## src/rtl/usb_stat_pkg.sv

```systemverilog
package usb_stat_pkg;
    typedef enum logic [1:0] {
        TOK_OUT    = 2'd0,
        TOK_PING   = 2'd1,
        TOK_SSPLIT = 2'd2,
        TOK_CSPLIT = 2'd3
    } tok_e;

    localparam logic [1:0] SPD_FULL = 2'd0;
    localparam logic [1:0] SPD_LOW  = 2'd1;
    localparam logic [1:0] SPD_HIGH = 2'd2;

    localparam int B_ACT  = 7;
    localparam int B_HALT = 6;
    localparam int B_DBUF = 5;
    localparam int B_BABL = 4;
    localparam int B_XERR = 3;
    localparam int B_MISS = 2;
    localparam int B_SPLT = 1;
    localparam int B_PING = 0;

    typedef struct packed {
        logic timeout;
        logic crc_err;
        logic bad_pid;
        logic stall;
        logic err_hs;
        logic babble;
        logic overrun;
        logic underrun;
        logic missed_cs;
    } outcome_t;

    typedef struct packed {
        logic xact_err;
        logic fatal;
        logic buf_err;
        logic miss_eff;
        logic errhs_eff;
        logic clean;
        logic split_ep;
    } class_t;

    typedef struct packed {
        logic [7:0] stat;
        logic       ftmo;
    } st_t;
endpackage

```

## src/rtl/usb_stat_outcome_dec.sv

```systemverilog
module usb_stat_outcome_dec
    import usb_stat_pkg::*;
(
    input  outcome_t   rep,
    input  logic [1:0] speed,
    input  logic       periodic,
    output class_t     cls
);
    logic split_ep;

    always_comb begin
        split_ep      = (speed != SPD_HIGH);
        cls.split_ep  = split_ep;
        cls.xact_err  = rep.timeout | rep.crc_err | rep.bad_pid;
        cls.fatal     = rep.babble | rep.stall;
        cls.buf_err   = rep.overrun | rep.underrun;
        cls.miss_eff  = rep.missed_cs & split_ep & periodic;
        cls.errhs_eff = rep.err_hs & split_ep & periodic;
        cls.clean     = ~(rep.timeout | rep.crc_err | rep.bad_pid | rep.stall |
                          rep.babble | rep.err_hs | (rep.missed_cs & split_ep & periodic));
    end
endmodule

```

## src/rtl/usb_stat_err_cnt.sv

```systemverilog
module usb_stat_err_cnt #(
    parameter int CNT_W  = 2,
    parameter int RELOAD = 3
) (
    input  logic clk,
    input  logic rst_n,
    input  logic load,
    input  logic dec,
    output logic exhaust
);
    localparam logic [CNT_W-1:0] RLD = CNT_W'(RELOAD);
    localparam logic [CNT_W-1:0] ONE = CNT_W'(1);

    logic [CNT_W-1:0] cnt_d, cnt_q;

    always_comb begin
        cnt_d   = cnt_q;
        exhaust = dec && (cnt_q <= ONE);
        if (load)
            cnt_d = RLD;
        else if (dec && cnt_q != '0)
            cnt_d = cnt_q - ONE;
    end

    always_ff @(posedge clk) begin
        if (!rst_n) cnt_q <= '0;
        else        cnt_q <= cnt_d;
    end


    reload_chk: assert property (@(posedge clk) disable iff (!rst_n)
        load |=> cnt_q == RLD);


    dec_step_chk: assert property (@(posedge clk) disable iff (!rst_n)
        (dec && !load && cnt_q != '0) |=> cnt_q == $past(cnt_q) - ONE);
endmodule

```

## src/rtl/usb_stat_tok_sel.sv

```systemverilog
module usb_stat_tok_sel
    import usb_stat_pkg::*;
(
    input  logic [7:0] stat,
    input  logic [1:0] speed,
    input  logic       pid_out,
    output tok_e       tok
);
    always_comb begin
        if (speed != SPD_HIGH)
            tok = stat[B_SPLT] ? TOK_CSPLIT : TOK_SSPLIT;
        else if (pid_out && stat[B_PING])
            tok = TOK_PING;
        else
            tok = TOK_OUT;
    end
endmodule

```

## src/rtl/usb_xfer_status_upd.sv

```systemverilog
module usb_xfer_status_upd
    import usb_stat_pkg::*;
#(
    parameter int ERR_CNT_W  = 2,
    parameter int ERR_RELOAD = 3
) (
    input  logic       clk,
    input  logic       rst_n,
    input  logic       sw_wr,
    input  logic [7:0] sw_wdata,
    input  logic       done,
    input  logic       rep_timeout,
    input  logic       rep_crc_err,
    input  logic       rep_bad_pid,
    input  logic       rep_stall,
    input  logic       rep_err_hs,
    input  logic       rep_babble,
    input  logic       rep_overrun,
    input  logic       rep_underrun,
    input  logic       rep_missed_cs,
    input  logic [1:0] ep_speed,
    input  logic       ep_periodic,
    input  logic       ep_pid_out,
    output logic [7:0] status,
    output logic       halted,
    output logic [1:0] next_tok,
    output logic       force_timeout
);
    outcome_t rep;
    class_t   cls;
    tok_e     tok;
    st_t      st_d, st_q;
    logic     upd;
    logic     exhaust;

    always_comb begin
        rep.timeout   = rep_timeout;
        rep.crc_err   = rep_crc_err;
        rep.bad_pid   = rep_bad_pid;
        rep.stall     = rep_stall;
        rep.err_hs    = rep_err_hs;
        rep.babble    = rep_babble;
        rep.overrun   = rep_overrun;
        rep.underrun  = rep_underrun;
        rep.missed_cs = rep_missed_cs;
    end

    assign upd = done && st_q.stat[B_ACT] && !sw_wr;

    usb_stat_outcome_dec u_dec (
        .rep      (rep),
        .speed    (ep_speed),
        .periodic (ep_periodic),
        .cls      (cls)
    );

    usb_stat_err_cnt #(
        .CNT_W  (ERR_CNT_W),
        .RELOAD (ERR_RELOAD)
    ) u_cnt (
        .clk     (clk),
        .rst_n   (rst_n),
        .load    (sw_wr),
        .dec     (upd && cls.xact_err),
        .exhaust (exhaust)
    );

    usb_stat_tok_sel u_tok (
        .stat    (st_q.stat),
        .speed   (ep_speed),
        .pid_out (ep_pid_out),
        .tok     (tok)
    );

    always_comb begin
        st_d      = st_q;
        st_d.ftmo = 1'b0;
        if (sw_wr) begin
            st_d.stat = sw_wdata;
        end else if (upd) begin
            if (cls.buf_err)   st_d.stat[B_DBUF] = 1'b1;
            if (rep.babble)    st_d.stat[B_BABL] = 1'b1;
            if (cls.xact_err)  st_d.stat[B_XERR] = 1'b1;
            if (cls.errhs_eff) st_d.stat[B_PING] = 1'b1;
            if (cls.miss_eff) begin
                st_d.stat[B_MISS] = 1'b1;
                st_d.stat[B_SPLT] = 1'b0;
            end else if (cls.split_ep && cls.clean) begin
                st_d.stat[B_SPLT] = ~st_q.stat[B_SPLT];
            end
            if (cls.fatal || exhaust) begin
                st_d.stat[B_HALT] = 1'b1;
                st_d.stat[B_ACT]  = 1'b0;
            end
            st_d.ftmo = rep.overrun;
        end
    end

    always_ff @(posedge clk) begin
        if (!rst_n) st_q <= '0;
        else        st_q <= st_d;
    end

    assign status        = st_q.stat;
    assign halted        = st_q.stat[B_HALT];
    assign next_tok      = tok;
    assign force_timeout = st_q.ftmo;


    halt_clears_active_chk: assert property (@(posedge clk) disable iff (!rst_n)
        (upd && (rep_babble || rep_stall)) |=> (halted && !status[B_ACT]));


    dbuf_sticky_chk: assert property (@(posedge clk) disable iff (!rst_n)
        (status[B_DBUF] && !sw_wr) |=> status[B_DBUF]);


    xerr_sticky_chk: assert property (@(posedge clk) disable iff (!rst_n)
        (status[B_XERR] && !sw_wr) |=> status[B_XERR]);


    idle_ignore_chk: assert property (@(posedge clk) disable iff (!rst_n)
        (!status[B_ACT] && !sw_wr) |=> ($stable(status) && !force_timeout));


    ping_tok_chk: assert property (@(posedge clk) disable iff (!rst_n)
        (ep_speed == SPD_HIGH && ep_pid_out && status[B_PING]) |-> next_tok == 2'd1);


    sw_load_chk: assert property (@(posedge clk) disable iff (!rst_n)
        sw_wr |=> status == $past(sw_wdata));
endmodule

```

## config.mk

```make
export PLATFORM = sky130hd
export DESIGN_NAME = usb_xfer_status_upd
export DESIGN_NICKNAME = d
export VERILOG_FILES = /design/src/rtl/usb_stat_pkg.sv /design/src/rtl/usb_stat_outcome_dec.sv /design/src/rtl/usb_stat_err_cnt.sv /design/src/rtl/usb_stat_tok_sel.sv /design/src/rtl/usb_xfer_status_upd.sv
export SDC_FILE = /design/constraint.sdc
export NUM_CORES = 1
export LEC_CHECK = 0
export BUFFER_PORTS_ARGS = -buffer_cell sky130_fd_sc_hd__buf_2
export CAP_MARGIN = 10
export CORE_MARGIN = 4
export CORE_UTILIZATION = 42
export CTS_BUF_LIST = sky130_fd_sc_hd__clkbuf_16
export DETAILED_ROUTE_END_ITERATION = 16
export GPL_TIMING_DRIVEN = 0
export PLACE_DENSITY = 0.81
export RECOVER_POWER = 50
export REMOVE_ABC_BUFFERS = 1
export SETUP_SLACK_MARGIN = 0.1
export SLEW_MARGIN = 20
export SYNTH_ARGS = -nofsm -noshare
export SYNTH_HDL_FRONTEND = slang
export SYNTH_SLANG_ARGS = --single-unit
```

## constraint.sdc

```tcl
create_clock -name clk -period 3.5 [get_ports clk]
set_clock_uncertainty 0.2 [all_clocks]
set_input_delay 0.7 -clock clk [delete_from_list [all_inputs] [get_ports clk]]
set_output_delay 0.7 -clock clk [all_outputs]
set_load 0.005 [all_outputs]
```

==> flow_summary.toml, run 1 <==
[pwr]
power_density_mw_per_mm2 = 497
total_power_uw = 402
ir_drop_v = 0.000359
leakage_nw = 0.392

[drt]
antenna_left = 0
route.detailed.drc = 0
viasPerCell = 5.24
dr.first_iter.drc_count = 2
totalWireLength_um = 1560
vias = 618
drtPass1Iterations = 4
wl_per_cell_um = 13.2

[synthesis]
avgSynthCellArea_um2 = 8.24
ys_types = 26
synthTopCellsByArea = "dfxtp_1, o21ai_0, nor2_1"
synth_area_um2 = 561
netlist_instances = 68
synth_top_area_cell = "dfxtp_1"
synth_top_area_share_pct = 39.3
synth_seq_cells = 11
ys_seq_area_share_pct = 39.3
ys_warn_count = 0

[worst_setup_path]
r2r-start = "u_cnt.cnt_q[0]$_SDFFE_PN0P_"
reg2reg_to = "u_cnt.cnt_q[1]$_SDFFE_PN0P_"
critPathLaunchType = "input port"
crit_type = "input port to output port"
slowest_delay_ps = 190
slowest_stage = "nand2b_2"
reg2reg_depth = 5
path_depth = 4
critical_path.top_delay_family = "buffers and inverters"
critPathMaxFanout = 4
crit_buf_inv = 2
crit_end = "next_tok[0]"
cp_common_cell = "buf_2"
crit_path_end_kind = "output port"
crit_arrival_ps = 1250
path_cells = "buf_2 > nand2b_2 > o21ai_0 > buf_2"
rrSetupSlack_ps = 1920
cp-startpoint = "ep_speed[0]"
cp.required_ps = 2600

[clock_tree]
holdBufCountCts = 0
cts_buffers = 3
cts_sinks = 11
clkLatencyLatePin_ps = 240
clk_pin_slew_ps = 40
cts_buffer_depth = 2
post-cts-setup-buffers = 0
cts_root_buf = "clkbuf_16"
h-tree-depth = 1
cts_resized = 0
tritoncts = "yes"

[outcome]
status = "finished clean"

[die]
floorplan.initialDensity_pct = 47.3
core_area_mm2 = 0.00119
io_pins = 37
die-area_mm2 = 0.00198
dieWidth_um = 44.5
rows = 12
fp.dieH_um = 44.5

[grt]
antenna_found_initial = 0
grt_pass1_vias = 626
gr-total-overflow = 0
grt_max_degree = 12
grt_pass1_wl_um = 2620
grtUsageTotal_pct = 18.4

[cells_and_area]
antenna_cells = 0
drive_above_1_share_pct = 36.5
nets = 132
layout_common_cells = "buf_2, dfxtp_1, o21ai_0, nor2_1, nand2_1"
final_common_cell = "buf_2"
area_growth_pct = 44.2
post-route-util_pct = 68.1

[sta]
min_period_over_period_pct = 61.5
hold_violations = 0
worst_slack_ps = 1350
setup_violations = 0
drv_slew = 0
setup_tns_ps = 0
whs_ps = 266
grt_setup_unrepaired = "false"
tightest_slew_ps = 428
slew_headroom_pct = 71.5
max_freq_mhz = 464
post-route-min-period_ps = 2150

[placed_design]
post-place-ws_ps = 1350
place.gp.congestion = 0.812
dpl.hpwl_um = 1210
placement.io_buffers = 36

[hold_path]
min_path_type = "register to register"

[flow_run]
max-cap-violations = 0
## worst min-delay path by stage
| stage | end | from | depth (start not counted) |
|---|---|---|---|
| after floorplan | status[6]$_SDFFE_PN0P_ | status[6]$_SDFFE_PN0P_ | 2 |
| after global placement | status[6]$_SDFFE_PN0P_ | status[6]$_SDFFE_PN0P_ | 2 |
| after detailed placement | status[6]$_SDFFE_PN0P_ | status[6]$_SDFFE_PN0P_ | 2 |
| after CTS | status[6]$_SDFFE_PN0P_ | status[6]$_SDFFE_PN0P_ | 2 |
| after global routing | status[6]$_SDFFE_PN0P_ | status[6]$_SDFFE_PN0P_ | 2 |
| final | status[6]$_SDFFE_PN0P_ | status[6]$_SDFFE_PN0P_ | 2 |
## metrics by stage
stage          instances  cell area [um2]
3_3_place_gp         114              734
6_report             118              808
2_1_floorplan         64              537
3_5_place_dp         114              734
5_1_grt              118              808
4_1_cts              118              813
## cells in the mapped netlist
master	n
o21ai_0	9
a21boi_0	1
clkinv_1	1
nand3_1	2
dfxtp_1	11
a21oi_1	2
clkbuf_1	1
mux2i_1	1
nand2_1	6
buf_4	2
o21a_1	2
xnor2_1	1
nand3b_1	1
o311a_2	1
nor2_1	7
nor2b_1	1
a32oi_1	1
inv_1	3
buf_2	1
a31oi_1	3
or4b_1	1
ha_1	2
o211a_1	2
nor3_1	4
nand2b_2	1
nor3_2	1
## power by group
group	leakage [nW]	switching, mW	internal (mW)	total [mW]
combinational	0.258	0.0264	0.0271	0.0535
clock	0.0423	0.0580	0.150	0.208
sequential	0.0914	0.00577	0.135	0.140
## cell type report
type                       instances  area [um2]
sequential                        11         220
clock buffer                       3        75.1
tap                               14        17.5
timing repair buffer              36         175
clock inverter                     1        3.75
multi-input combinational         49         302
fill                             100         378
inverter                           4        15.0
## worst reg2reg max path: stages, from the launching register on
cell and delay (ps):
dfxtp_1 360, inv_1 70, ha_1 200, nor3_1 340, mux2i_1 240, o21a_1 120
## registers in the layout (all words and copies together) (netlist names)
register,count
force_timeout,1
u_cnt.cnt_q,2
status,8
## metal layers
layer,global-route usage [%],part of all wire [%]
met2,31.5,48
met1,19.4,40
met5,0,0
met4,10.8,2.7
met3,6.10,9.2
## kinds of logic (layout without fill, tap and decap cells)
logic type	after synthesis	after routing	share of synthesized area, %
and+or+nand+nor	24	24	21.7
DFF	11	11	39.3
AOI/OAI and AO/OA	21	21	24.3
buffers and inverters	8	44	6.92
xor gates and xnor gates	1	1	1.56
muxes	1	1	1.79
adders and majority gates	2	2	4.46
No activity file was read; power rests on OpenSTA's default activity.
==> run 2, diff against run 1 <==
--- a/config.mk
+++ b/config.mk
@@ -8,11 +8,11 @@
 export BUFFER_PORTS_ARGS = -buffer_cell sky130_fd_sc_hd__buf_2
 export CAP_MARGIN = 10
 export CORE_MARGIN = 4
-export CORE_UTILIZATION = 42
+export CORE_UTILIZATION = 35
 export CTS_BUF_LIST = sky130_fd_sc_hd__clkbuf_16
 export DETAILED_ROUTE_END_ITERATION = 16
 export GPL_TIMING_DRIVEN = 0
-export PLACE_DENSITY = 0.81
+export PLACE_DENSITY = 0.72
 export RECOVER_POWER = 50
 export REMOVE_ABC_BUFFERS = 1
 export SETUP_SLACK_MARGIN = 0.1
==> constraint.sdc (replaced) <==
create_clock -name clk -period 1.94 [get_ports clk]
set_clock_uncertainty 0.2 [all_clocks]
set_input_delay 0.388 -clock clk [delete_from_list [all_inputs] [get_ports clk]]
set_output_delay 0.388 -clock clk [all_outputs]
set_load 0.005 [all_outputs]
==> run 2 against run 1 <==
Against the previous run:
- clock power increased by 75%
- flip-flop and latch count unchanged
- via count fell by 1.9%
- sequential power is 81% higher
==> flow_summary.toml, run 2 (synthesized netlist as in run 1, its figures left out) <==
[hold_path]
min_path_type = "input port to register"

[worst_setup_path]
crit_type = "input port to register"
critPathLaunchType = "input port"
crit_arrival_ps = 1580
critPathMaxFanout = 10
crit_path_end_kind = "register"
cp.required_ps = 1860

[clock_tree]
cts_buffer_depth = 2
cts_buffers = 3
tritoncts = "yes"
holdBufCountCts = 0
clk_pin_slew_ps = 40
cts_root_buf = "clkbuf_16"
clkLatencyLatePin_ps = 240
cts_resized = 0
h-tree-depth = 1
cts_sinks = 11
post-cts-setup-buffers = 0

[drt]
wl_per_cell_um = 12.6
viasPerCell = 5.05
vias = 606
antenna_left = 0
dr.first_iter.drc_count = 5
totalWireLength_um = 1510
route.detailed.drc = 0
drtPass1Iterations = 4

[grt]
grt_max_degree = 12
antenna_found_initial = 0
gr-total-overflow = 0
grt_pass1_wl_um = 2160
grtUsageTotal_pct = 13.6
grt_pass1_vias = 521

[die]
io_pins = 37
core_area_mm2 = 0.00151
rows = 14
dieWidth_um = 48.0
floorplan.initialDensity_pct = 37.2
fp.dieH_um = 48.0
die-area_mm2 = 0.00231

[cells_and_area]
nets = 132
regArea_um2 = 220
nFillCells = 153
area_growth_pct = 43.7
antenna_cells = 0
final_common_cell = "buf_2"
multi_input_area_um2 = 302
drive_above_1_share_pct = 32.7
layout_common_cells = "buf_2, dfxtp_1, o21ai_0, clkbuf_1, nor2_1"
largest_reg_flops = 8

[sta]
grt_setup_unrepaired = "false"
post-route-min-period_ps = 1660
tightest_slew_ps = 416
setup_violations = 0
slew_headroom_pct = 72.3
setup_tns_ps = 0
drv_slew = 0
min_period_over_period_pct = 85.3
worst_slack_ps = 285
max_freq_mhz = 604
hold_violations = 0

[pwr]
power_frac_seq_pct = 35.6
power_density_mw_per_mm2 = 883
power.switching_uw = 152
p_comb_share_pct = 13.3
swShare_pct = 21.3
share_clk_of_total_power_pct = 51.1
ir_drop_v = 0.000341
leakage_nw = 0.375
internal_power_uw = 560

[flow_run]
max-cap-violations = 0

[placed_design]
place.gp.congestion = 0.743
placement.io_buffers = 36
post-place-ws_ps = 233
dpl.hpwl_um = 1140

[outcome]
status = "finished clean"
run 2: final cells by class:
class	instances	share of cell area, %
well taps	16	2.48
multi-input cells	49	37.4
clock inverters	1	0.466
repair buffers	36	21.1
clock buffers	3	9.32
inverters	4	1.86
flip-flops and latches	11	27.3
run 2: routing by layer:
layer | track usage [%] | share of wire, % | up-vias
li1 | - | - | 315
met1 | 15.6 | 42 | 260
met2 | 23.2 | 44 | 28
met3 | 4.89 | 12 | 3
met4 | 4.84 | 1.1 | 0
met5 | 0 | 0 | -
run 2: path summary, 6_finish.rpt:
kind	from	endpoint	slack [ps]	depth (start not counted)
max	sw_wr	status[7]$_SDFFE_PN0P_	280	5
min	sw_wdata[2]	status[2]$_SDFFE_PN0P_	170	2
max reg2reg	u_cnt.cnt_q[0]$_SDFFE_PN0P_	u_cnt.cnt_q[1]$_SDFFE_PN0P_	400	5
min reg2reg	status[6]$_SDFFE_PN0P_	status[6]$_SDFFE_PN0P_	270	2
run 2: power groups by stage:
stage / clock [mW] / combinational (mW) / sequential (mW)
after global routing: 0.382 / 0.108 / 0.255
after detailed placement: 0 / 0.0979 / 0.257
after floorplan: 0 / 0.0408 / 0.258
after global placement: 0 / 0.0948 / 0.256
final: 0.363 / 0.0949 / 0.253
after CTS: 0.369 / 0.0996 / 0.253
run 2: stage by stage:
stage / total power, mW / hold slack (ps) / utilization, % / instance area (um2) / instances
detailed placement: 0.355 / 258 / 48.9 / 737 / 116
floorplan: 0.298 / 265 / - / 537 / 64
global route: 0.745 / 185 / 53.5 / 806 / 120
CTS: 0.721 / 178 / 54.2 / 816 / 120
global placement: 0.351 / 253 / 48.9 / 737 / 116
finish: 0.712 / 175 / 53.5 / 806 / 120
run 2: worst max-delay path, cell delays in order:
cell and delay [ps]:
clkbuf_1 320, clkinv_1 380, o21a_1 230, a32oi_1 190
nor2b_1 60
